$ cat config.mk
export PLATFORM = sky130hd
export DESIGN_NAME = mem_seg_decoder
export DESIGN_NICKNAME = d
export VERILOG_FILES = /design/src/rtl/mseg_pkg.sv /design/src/rtl/mseg_decode.sv /design/src/rtl/mseg_wait_cfg.sv /design/src/rtl/mseg_stall_ctr.sv /design/src/rtl/mem_seg_decoder.sv
export SDC_FILE = /design/constraint.sdc
export NUM_CORES = 1
export LEC_CHECK = 0
export ABC_AREA = 0
export BUFFER_PORTS_ARGS = -buffer_cell sky130_fd_sc_hd__buf_2
export CORE_UTILIZATION = 41
export DETAILED_ROUTE_END_ITERATION = 8
export MAX_ROUTING_LAYER = met4
export PLACE_DENSITY = 0.87
export RECOVER_POWER = 25
export SETUP_SLACK_MARGIN = 0.5
export SLEW_MARGIN = 20
export SYNTH_ARGS = -nofsm -noshare
export SYNTH_HDL_FRONTEND = slang
export SYNTH_SLANG_ARGS = --single-unit
$ cat constraint.sdc
create_clock -name clk_i -period 2 [get_ports clk_i]
set_clock_uncertainty 0.05 [all_clocks]
set_input_delay 0.1 -clock clk_i [delete_from_list [all_inputs] [get_ports clk_i]]
set_output_delay 0.1 -clock clk_i [all_outputs]
set_load 0.02 [all_outputs]
$ cat src/rtl/mseg_pkg.sv
package mseg_pkg;
  localparam int WAIT_W = 4;
  localparam int CFG_W  = 4 * WAIT_W;

  typedef enum logic [2:0] {
    SEG_INT, SEG_RSV, SEG_XLO, SEG_XIO, SEG_XHI
  } seg_e;

  // field order is fixed by the config register layout
  typedef struct packed {
    logic [WAIT_W-1:0] rom;
    logic [WAIT_W-1:0] hi;
    logic [WAIT_W-1:0] io;
    logic [WAIT_W-1:0] lo;
  } wait_cfg_t;
endpackage

$ cat src/rtl/mseg_decode.sv
module mseg_decode
  import mseg_pkg::*;
#(
  parameter int ADDR_W     = 16,
  parameter int INT_BANKS  = 16,
  parameter int BANK_WORDS = 1024,
  parameter int IO_BASE    = 'h4000,
  parameter int IO_WORDS   = 256,
  parameter int HI_BASE    = 'h8000
) (
  input  logic [ADDR_W-1:0] addr_i,
  output seg_e              seg_o
);
  localparam int INT_END = INT_BANKS * BANK_WORDS;
  localparam int IO_END  = IO_BASE + IO_WORDS;

  logic [31:0] a;
  assign a = 32'(addr_i);

  always_comb begin
    if (a < 32'(INT_END) && a < 32'(IO_BASE)) seg_o = SEG_INT;
    else if (a < 32'(IO_BASE))                seg_o = SEG_RSV;
    else if (a < 32'(IO_END))                 seg_o = SEG_XIO;
    else if (a < 32'(HI_BASE))                seg_o = SEG_XLO;
    else                                      seg_o = SEG_XHI;
  end
endmodule

$ cat src/rtl/mseg_wait_cfg.sv
module mseg_wait_cfg
  import mseg_pkg::*;
(
  input  logic             clk_i,
  input  logic             rst_ni,
  input  logic             we_i,
  input  logic [CFG_W-1:0] wdata_i,
  output wait_cfg_t        cfg_o
);
  wait_cfg_t cfg_q;

  always_ff @(posedge clk_i or negedge rst_ni) begin
    if (!rst_ni)   cfg_q <= '1;  // slowest timing at boot
    else if (we_i) cfg_q <= wait_cfg_t'(wdata_i);
  end

  assign cfg_o = cfg_q;

  AST_CFG_HOLD: assert property (@(posedge clk_i) disable iff (!rst_ni)
    !$past(we_i) |-> $stable(cfg_q)) else $error("cfg changed without write");
endmodule

$ cat src/rtl/mseg_stall_ctr.sv
module mseg_stall_ctr #(
  parameter int WAIT_W = 4
) (
  input  logic              clk_i,
  input  logic              rst_ni,
  input  logic              req_i,
  input  logic [WAIT_W-1:0] wait_i,
  output logic              ready_o
);
  localparam logic [WAIT_W-1:0] ONE = WAIT_W'(1);

  logic              busy_q;
  logic [WAIT_W-1:0] cnt_q;

  assign ready_o = req_i && (busy_q ? (cnt_q == ONE) : (wait_i == '0));

  always_ff @(posedge clk_i or negedge rst_ni) begin
    if (!rst_ni) begin
      busy_q <= 1'b0;
      cnt_q  <= '0;
    end else if (!req_i) begin
      busy_q <= 1'b0;  // abandoned access
      cnt_q  <= '0;
    end else if (!busy_q) begin
      if (wait_i != '0) begin
        busy_q <= 1'b1;
        cnt_q  <= wait_i;
      end
    end else if (cnt_q == ONE) begin
      busy_q <= 1'b0;
      cnt_q  <= '0;
    end else begin
      cnt_q <= cnt_q - ONE;
    end
  end

  AST_CNT_NONZERO: assert property (@(posedge clk_i) disable iff (!rst_ni)
    busy_q |-> cnt_q != '0) else $error("busy with zero count");
  AST_CNT_STEP: assert property (@(posedge clk_i) disable iff (!rst_ni)
    (busy_q && $past(busy_q)) |-> cnt_q == $past(cnt_q) - ONE) else $error("bad step");
  AST_DROP_CLEARS: assert property (@(posedge clk_i) disable iff (!rst_ni)
    !req_i |=> !busy_q) else $error("stall survived drop");
endmodule

$ cat src/rtl/mem_seg_decoder.sv
module mem_seg_decoder
  import mseg_pkg::*;
#(
  parameter int ADDR_W      = 16,
  parameter int DATA_W      = 16,
  parameter bit REDUCED_RAM = 1'b0,
  parameter int BANK_WORDS  = 1024,
  parameter int FULL_BANKS  = 16,
  parameter int SMALL_BANKS = 10
) (
  input  logic              clk_i,
  input  logic              rst_ni,
  input  logic              req_i,
  input  logic              we_i,
  input  logic [ADDR_W-1:0] addr_i,
  input  logic [DATA_W-1:0] wdata_i,
  output logic [DATA_W-1:0] rdata_o,
  output logic              ready_o,
  input  logic              fetch_req_i,
  output logic              fetch_ready_o,
  input  logic              cfg_we_i,
  input  logic [CFG_W-1:0]  cfg_wdata_i,
  output logic              int_en_o,
  output logic              int_we_o,
  input  logic [DATA_W-1:0] int_rdata_i,
  output logic              xlo_en_o,
  output logic              io_en_o,
  output logic              xhi_en_o,
  output logic              rom_en_o,
  output logic              ext_we_o,
  output logic [ADDR_W-1:0] ext_addr_o,
  output logic [DATA_W-1:0] ext_wdata_o,
  input  logic [DATA_W-1:0] ext_rdata_i,
  output logic              rsv_err_o
);
  localparam int INT_BANKS = REDUCED_RAM ? SMALL_BANKS : FULL_BANKS;

  seg_e              seg;
  wait_cfg_t         cfg;
  logic [WAIT_W-1:0] data_wait;
  logic              is_ext;

  mseg_decode #(
    .ADDR_W(ADDR_W), .INT_BANKS(INT_BANKS), .BANK_WORDS(BANK_WORDS)
  ) u_decode (
    .addr_i(addr_i), .seg_o(seg)
  );

  mseg_wait_cfg u_cfg (
    .clk_i(clk_i), .rst_ni(rst_ni), .we_i(cfg_we_i),
    .wdata_i(cfg_wdata_i), .cfg_o(cfg)
  );

  always_comb begin
    unique case (seg)
      SEG_XLO: data_wait = cfg.lo;
      SEG_XIO: data_wait = cfg.io;
      SEG_XHI: data_wait = cfg.hi;
      default: data_wait = '0;  // internal and reserved never stall
    endcase
  end

  mseg_stall_ctr #(.WAIT_W(WAIT_W)) u_data_ctr (
    .clk_i(clk_i), .rst_ni(rst_ni), .req_i(req_i),
    .wait_i(data_wait), .ready_o(ready_o)
  );

  mseg_stall_ctr #(.WAIT_W(WAIT_W)) u_fetch_ctr (
    .clk_i(clk_i), .rst_ni(rst_ni), .req_i(fetch_req_i),
    .wait_i(cfg.rom), .ready_o(fetch_ready_o)
  );

  assign is_ext    = seg inside {SEG_XLO, SEG_XIO, SEG_XHI};
  assign int_en_o  = req_i && (seg == SEG_INT);
  assign int_we_o  = int_en_o && we_i;
  assign xlo_en_o  = req_i && (seg == SEG_XLO);
  assign io_en_o   = req_i && (seg == SEG_XIO);
  assign xhi_en_o  = req_i && (seg == SEG_XHI);
  assign rsv_err_o = req_i && (seg == SEG_RSV);
  assign ext_we_o  = req_i && is_ext && we_i;
  assign rom_en_o  = fetch_req_i;

  assign ext_addr_o  = addr_i;
  assign ext_wdata_o = wdata_i;

  always_comb begin
    if (seg == SEG_INT) rdata_o = int_rdata_i;
    else if (is_ext)    rdata_o = ext_rdata_i;
    else                rdata_o = '0;
  end

  AST_ONE_ENABLE: assert property (@(posedge clk_i) disable iff (!rst_ni)
    $onehot0({int_en_o, xlo_en_o, io_en_o, xhi_en_o, rsv_err_o})) else $error("enables");
  AST_INT_NO_WAIT: assert property (@(posedge clk_i) disable iff (!rst_ni)
    int_en_o |-> ready_o) else $error("internal stalled");
  AST_RSV_QUIET: assert property (@(posedge clk_i) disable iff (!rst_ni)
    rsv_err_o |-> (ready_o && !ext_we_o && !int_we_o)) else $error("reserved");
  AST_IDLE_QUIET: assert property (@(posedge clk_i) disable iff (!rst_ni)
    !req_i |-> !(ready_o || int_en_o || xlo_en_o || io_en_o || xhi_en_o)) else $error("idle");
  AST_FETCH_IDLE: assert property (@(posedge clk_i) disable iff (!rst_ni)
    !fetch_req_i |-> !fetch_ready_o) else $error("fetch idle");
endmodule

==> metrics.md <==
| Metric | Value |
|---|---|
| Unique cell type count in the Yosys netlist | `40` |
| XOR/XNOR Fraction of Synth Area | `0%` |
| Total congestion overflow after global routing | `0` |
| Switching power share of the total | `between 30 and 40%` |
| Worst Path Class, Setup | `register to primary output` |
| Maximum buffer depth of the clock tree | `2` |
| Highest ir drop seen on vdd | `between 0.4 and 0.5 mV` |
| Fraction of layout cells with a size suffix above 1 | `around 65%` |
| CTS clk-pin slew, worst paths | `~90 ps` |
| TritonCTS clock tree | `built` |
| Total standard cell area after synthesis | `0.00195 mm2` |
| Final count of pins violating max slew | `0` |
| Sequential cell area fraction in the yosys report | `34.4%` |
| Transition time of the tightest slew-check pin | `between 500 and 600 ps` |
| Main combinational cell family by area after synthesis | `multiplexers` |
| Simple-Gate Fraction of Synth Area | `between 15 and 20%` |
| Unrepaired setup endpoints after global routing | `true` |
| Power density of the placed cells | `around 640 mW/mm2` |
| Post-route minimum period | `between 1500 and 2000 ps` |
| Count of filler cells inserted in the layout | `402` |
| I/O pin cnt | `about 140` |
| Initial Utilization | `43.6%` |
| Global-route wire length before repair | `roughly 7600 um` |
| Leak pwr | `~1.2 nW` |
| Failing checks | `design-rule violations` |
| Die outline width | `71.0 um` |
| Share of total power in combinational logic | `a little under a third` |
| Portion of total power attributed to sequential cells | `between 40% and 50%` |
| Layout area overhead | `27.8%` |
| Reported net switching power | `between 0.4 and 0.5 mW` |
| Library cell occupying the most area in the post-synthesis netlist | `sky130_fd_sc_hd__dfstp_2` |
| Final total negative setup slack | `0 ps` |
| Number of flops mapped to enable cells by yosys | `0` |
| Clk pwr share | `27.0%` |
| Number of global-route vias before repair | `between 1,500 and 2,000` |
| Per-instance average area after synthesis | `9.75 um2` |
| Total of buffers placed on input and output ports | `94` |
| Achievable frequency | `~540 MHz` |
| Synth Register Bits | `26` |
| Die footprint | `~0.0050 mm2` |
| Required time at the endpoint of the critical path | `about 1900 ps` |
| Fraction of synthesized cell area taken by the top area cell type | `around 22%` |
| Finish-stage setup viols | `0` |
| Top cells by area, synth | `sky130_fd_sc_hd__dfstp_2 (22%), sky130_fd_sc_hd__mux2_2 (18%), sky130_fd_sc_hd__buf_4 (13%)` |
| Synth Area in Compound Gates | `between 10% and 20%` |
| CTS Root Cell | `sky130_fd_sc_hd__clkbuf_8` |
| Outcome | `finished, violations left` |
| Predominant post-synthesis flop cell | `sky130_fd_sc_hd__dfstp_2` |
| Initial drt markers | `90` |
| Ant. Diodes | `0` |
| Clock latency on the worst-skew pair | `270 ps` |
| WL per Instance | `about 16 um` |
| Max-Cap Viols | `0` |
| Critical path endpoint category | `primary output` |
| Residual DRC | `7` |
| Area of the placeable core | `roughly 0.0045 mm2` |
| Multiplexer fraction of the synthesized cell area | `roughly 20%` |
| GRT Total Usage | `between 15 and 20%` |
| Fraction of registers with async set or reset after synthesis | `100%` |
| Critical path arrival | `about 1700 ps` |
| Adder and majority gate portion of the synthesized area | `about 2.6%` |
| Post-Syn Instances | `200` |
| Via count normalized by instance count | `between 5 and 6` |
| Synth Net Count | `290` |
| Gpl congestion | `about 0.84` |
| Synth warnings | `0` |
| Logic depth of the worst register-to-register path | `6` |
| Final Cycle Share | `between 90 and 100%` |
| Pin count of the biggest net entering global routing | `27` |
| Relative max-transition margin | `62.0%` |
| Number of cells on the worst hold path | `2` |
| Vias post-DR | `between 1,500 and 2,000` |
| Rows | `24` |
| Final Hold Fails | `0` |
| Largest fanout on the critical path | `2` |
| Detailed-route wire length | `5140 um` |
| Post-route core utilization | `between 50% and 60%` |
| Internal power | `roughly 1.1 mW` |
| Initial antenna violation count | `0` |
| TritonCTS sink count | `26` |
| Die extent in y | `a little over 70 um` |
| Hold Path Class | `primary input to register` |
| Final #Nets | `about 360` |
| Number of clock buffers inserted by TritonCTS | `3` |
| Critical path launch point type | `register` |
| Number of nets with antenna violations after detailed routing | `0` |
| Count of TritonRoute iterations in the first routing pass | `6` |
| CTS H-tree depth | `1` |
| HPWL after DPL | `about 3600 um` |
[cell type report]
class	instances	area [um2]	share of cell area, %
multi-input combinational	121	1040	41.7
sequential	26	672	26.9
timing repair buffer	109	604	24.2
tap	52	65.1	2.61
clock buffer	3	41.3	1.66
inverter	11	41.3	1.66
clock inverter	1	30.0	1.20
[state kept, by name (all words and copies together), names as in the netlist]
| register | cells |
|---|---|
| u_cfg.cfg_o | 16 |
| u_data_ctr.busy_q | 1 |
| u_data_ctr.cnt_q | 4 |
| u_fetch_ctr.busy_q | 1 |
| u_fetch_ctr.cnt_q | 4 |
[cells in the final DEF (no fill, tap or decap), drive strengths merged, types with 2 or more instances in the layout]
master and n:
a32o 3, dfstp 16, ha 4, o21ai 4, a211oi 2, mux2 31, dfrtp 10, and2 3
or4 2, nor2 10, a21oi 10, o211ai 3, nor3 6, nand2 12, mux2i 3, nor2b 5
a21boi 3, dlygate4sd3 3, buf 103, inv 11, nand4 3, o31ai 2, nor4 5, clkbuf 6
[through the flow]
| stage | cell area (um2) | worst slack [ps] | hold slack, ps | std cells | power [mW] |
|---|---|---|---|---|---|
| after floorplan | 1980 | 535 | -246 | 200 | 1.03 |
| after global placement | 2240 | 346 | 64.0 | 306 | 1.09 |
| after detailed placement | 2240 | 341 | 73.2 | 306 | 1.11 |
| after CTS | 2420 | 244 | 2.99 | 318 | 1.57 |
| after global routing | 2490 | 100 | 2.87 | 323 | 1.68 |
| final | 2490 | 149 | 4.39 | 323 | 1.60 |
[routing by layer]
| layer | part of all wire, % | vias up | global-route usage [%] |
|---|---|---|---|
| li1 | - | 809 | - |
| met1 | 41 | 814 | 23.8 |
| met2 | 52 | 60 | 33.0 |
| met3 | 4.9 | 14 | 2.28 |
| met4 | 2.5 | 0 | 5.78 |
| met5 | 0 | - | - |
[worst max-delay path: stages (launching register included)]
cell and delay [ps]:
sky130_fd_sc_hd__dfstp_2 380, sky130_fd_sc_hd__or4_4 540, sky130_fd_sc_hd__nor2_4 160, sky130_fd_sc_hd__a41oi_2 80, sky130_fd_sc_hd__nor2b_4 150, sky130_fd_sc_hd__buf_6 120
[logic make-up (layout without fill, tap and decap cells)]
group	Yosys count	in the layout
AO/OA/AOI/OAI	32	32
adder cells (fa/ha/maj)	4	4
multiplexers	34	34
other	1	1
buffers and inverters	53	124
flip-flops	26	26
AND/OR/NAND/NOR	50	50
[final timing paths]
| kind | start | endpoint | slack [ps] |
|---|---|---|---|
| setup / recovery | u_cfg.cfg_o[12] | fetch_ready_o | 150 |
| hold / removal | cfg_wdata_i[3] | u_cfg.cfg_o[3] | 4 |
| setup reg to reg | u_cfg.cfg_o[10] | u_data_ctr.cnt_q[2] | 370 |
| hold reg to reg | u_data_ctr.cnt_q[1] | u_data_ctr.cnt_q[1] | 480 |
| max in group asynchronous | rst_ni | u_fetch_ctr.busy_q | 1200 |
| min in group asynchronous | rst_ni | u_fetch_ctr.cnt_q[2] | 300 |
[synthesized netlist by cell type (2+ instances only)]
| master | n |
|---|---|
| sky130_fd_sc_hd__mux2i_1 | 3 |
| sky130_fd_sc_hd__o31ai_1 | 2 |
| sky130_fd_sc_hd__mux2_2 | 31 |
| sky130_fd_sc_hd__nor3_1 | 5 |
| sky130_fd_sc_hd__a21oi_1 | 10 |
| sky130_fd_sc_hd__dfrtp_1 | 10 |
| sky130_fd_sc_hd__nor4_2 | 2 |
| sky130_fd_sc_hd__nor2_1 | 10 |
| sky130_fd_sc_hd__nor2b_1 | 5 |
| sky130_fd_sc_hd__a21boi_0 | 3 |
| sky130_fd_sc_hd__o21ai_0 | 4 |
| sky130_fd_sc_hd__and2_1 | 3 |
| sky130_fd_sc_hd__buf_2 | 3 |
| sky130_fd_sc_hd__a32o_1 | 2 |
| sky130_fd_sc_hd__clkbuf_1 | 5 |
| sky130_fd_sc_hd__nand4_1 | 3 |
| sky130_fd_sc_hd__o211ai_1 | 3 |
| sky130_fd_sc_hd__ha_1 | 4 |
| sky130_fd_sc_hd__nand2_1 | 12 |
| sky130_fd_sc_hd__inv_1 | 11 |
| sky130_fd_sc_hd__dfstp_2 | 16 |
| sky130_fd_sc_hd__nor4_1 | 2 |
| sky130_fd_sc_hd__buf_4 | 34 |
[power by group through the flow]
stage          combinational [mW]  clock [mW]  sequential, mW
2_1_floorplan               0.379           0           0.654
3_3_place_gp                0.414           0           0.675
3_5_place_dp                0.427           0           0.680
4_1_cts                     0.455       0.441           0.675
5_1_grt                     0.524       0.460           0.692
6_report                    0.484       0.432           0.684
[timing repair]
action / 4_1_cts / 5_1_grt
resized for setup: 8 / 10
hold endpoints to repair: 12 / 0
endpoints found under the setup margin: 6 / 9
hold buffers: 3 / 0
buffers inserted: 5 / 5
pin swaps: 4 / 9
Power figures use the tool's default switching activity.
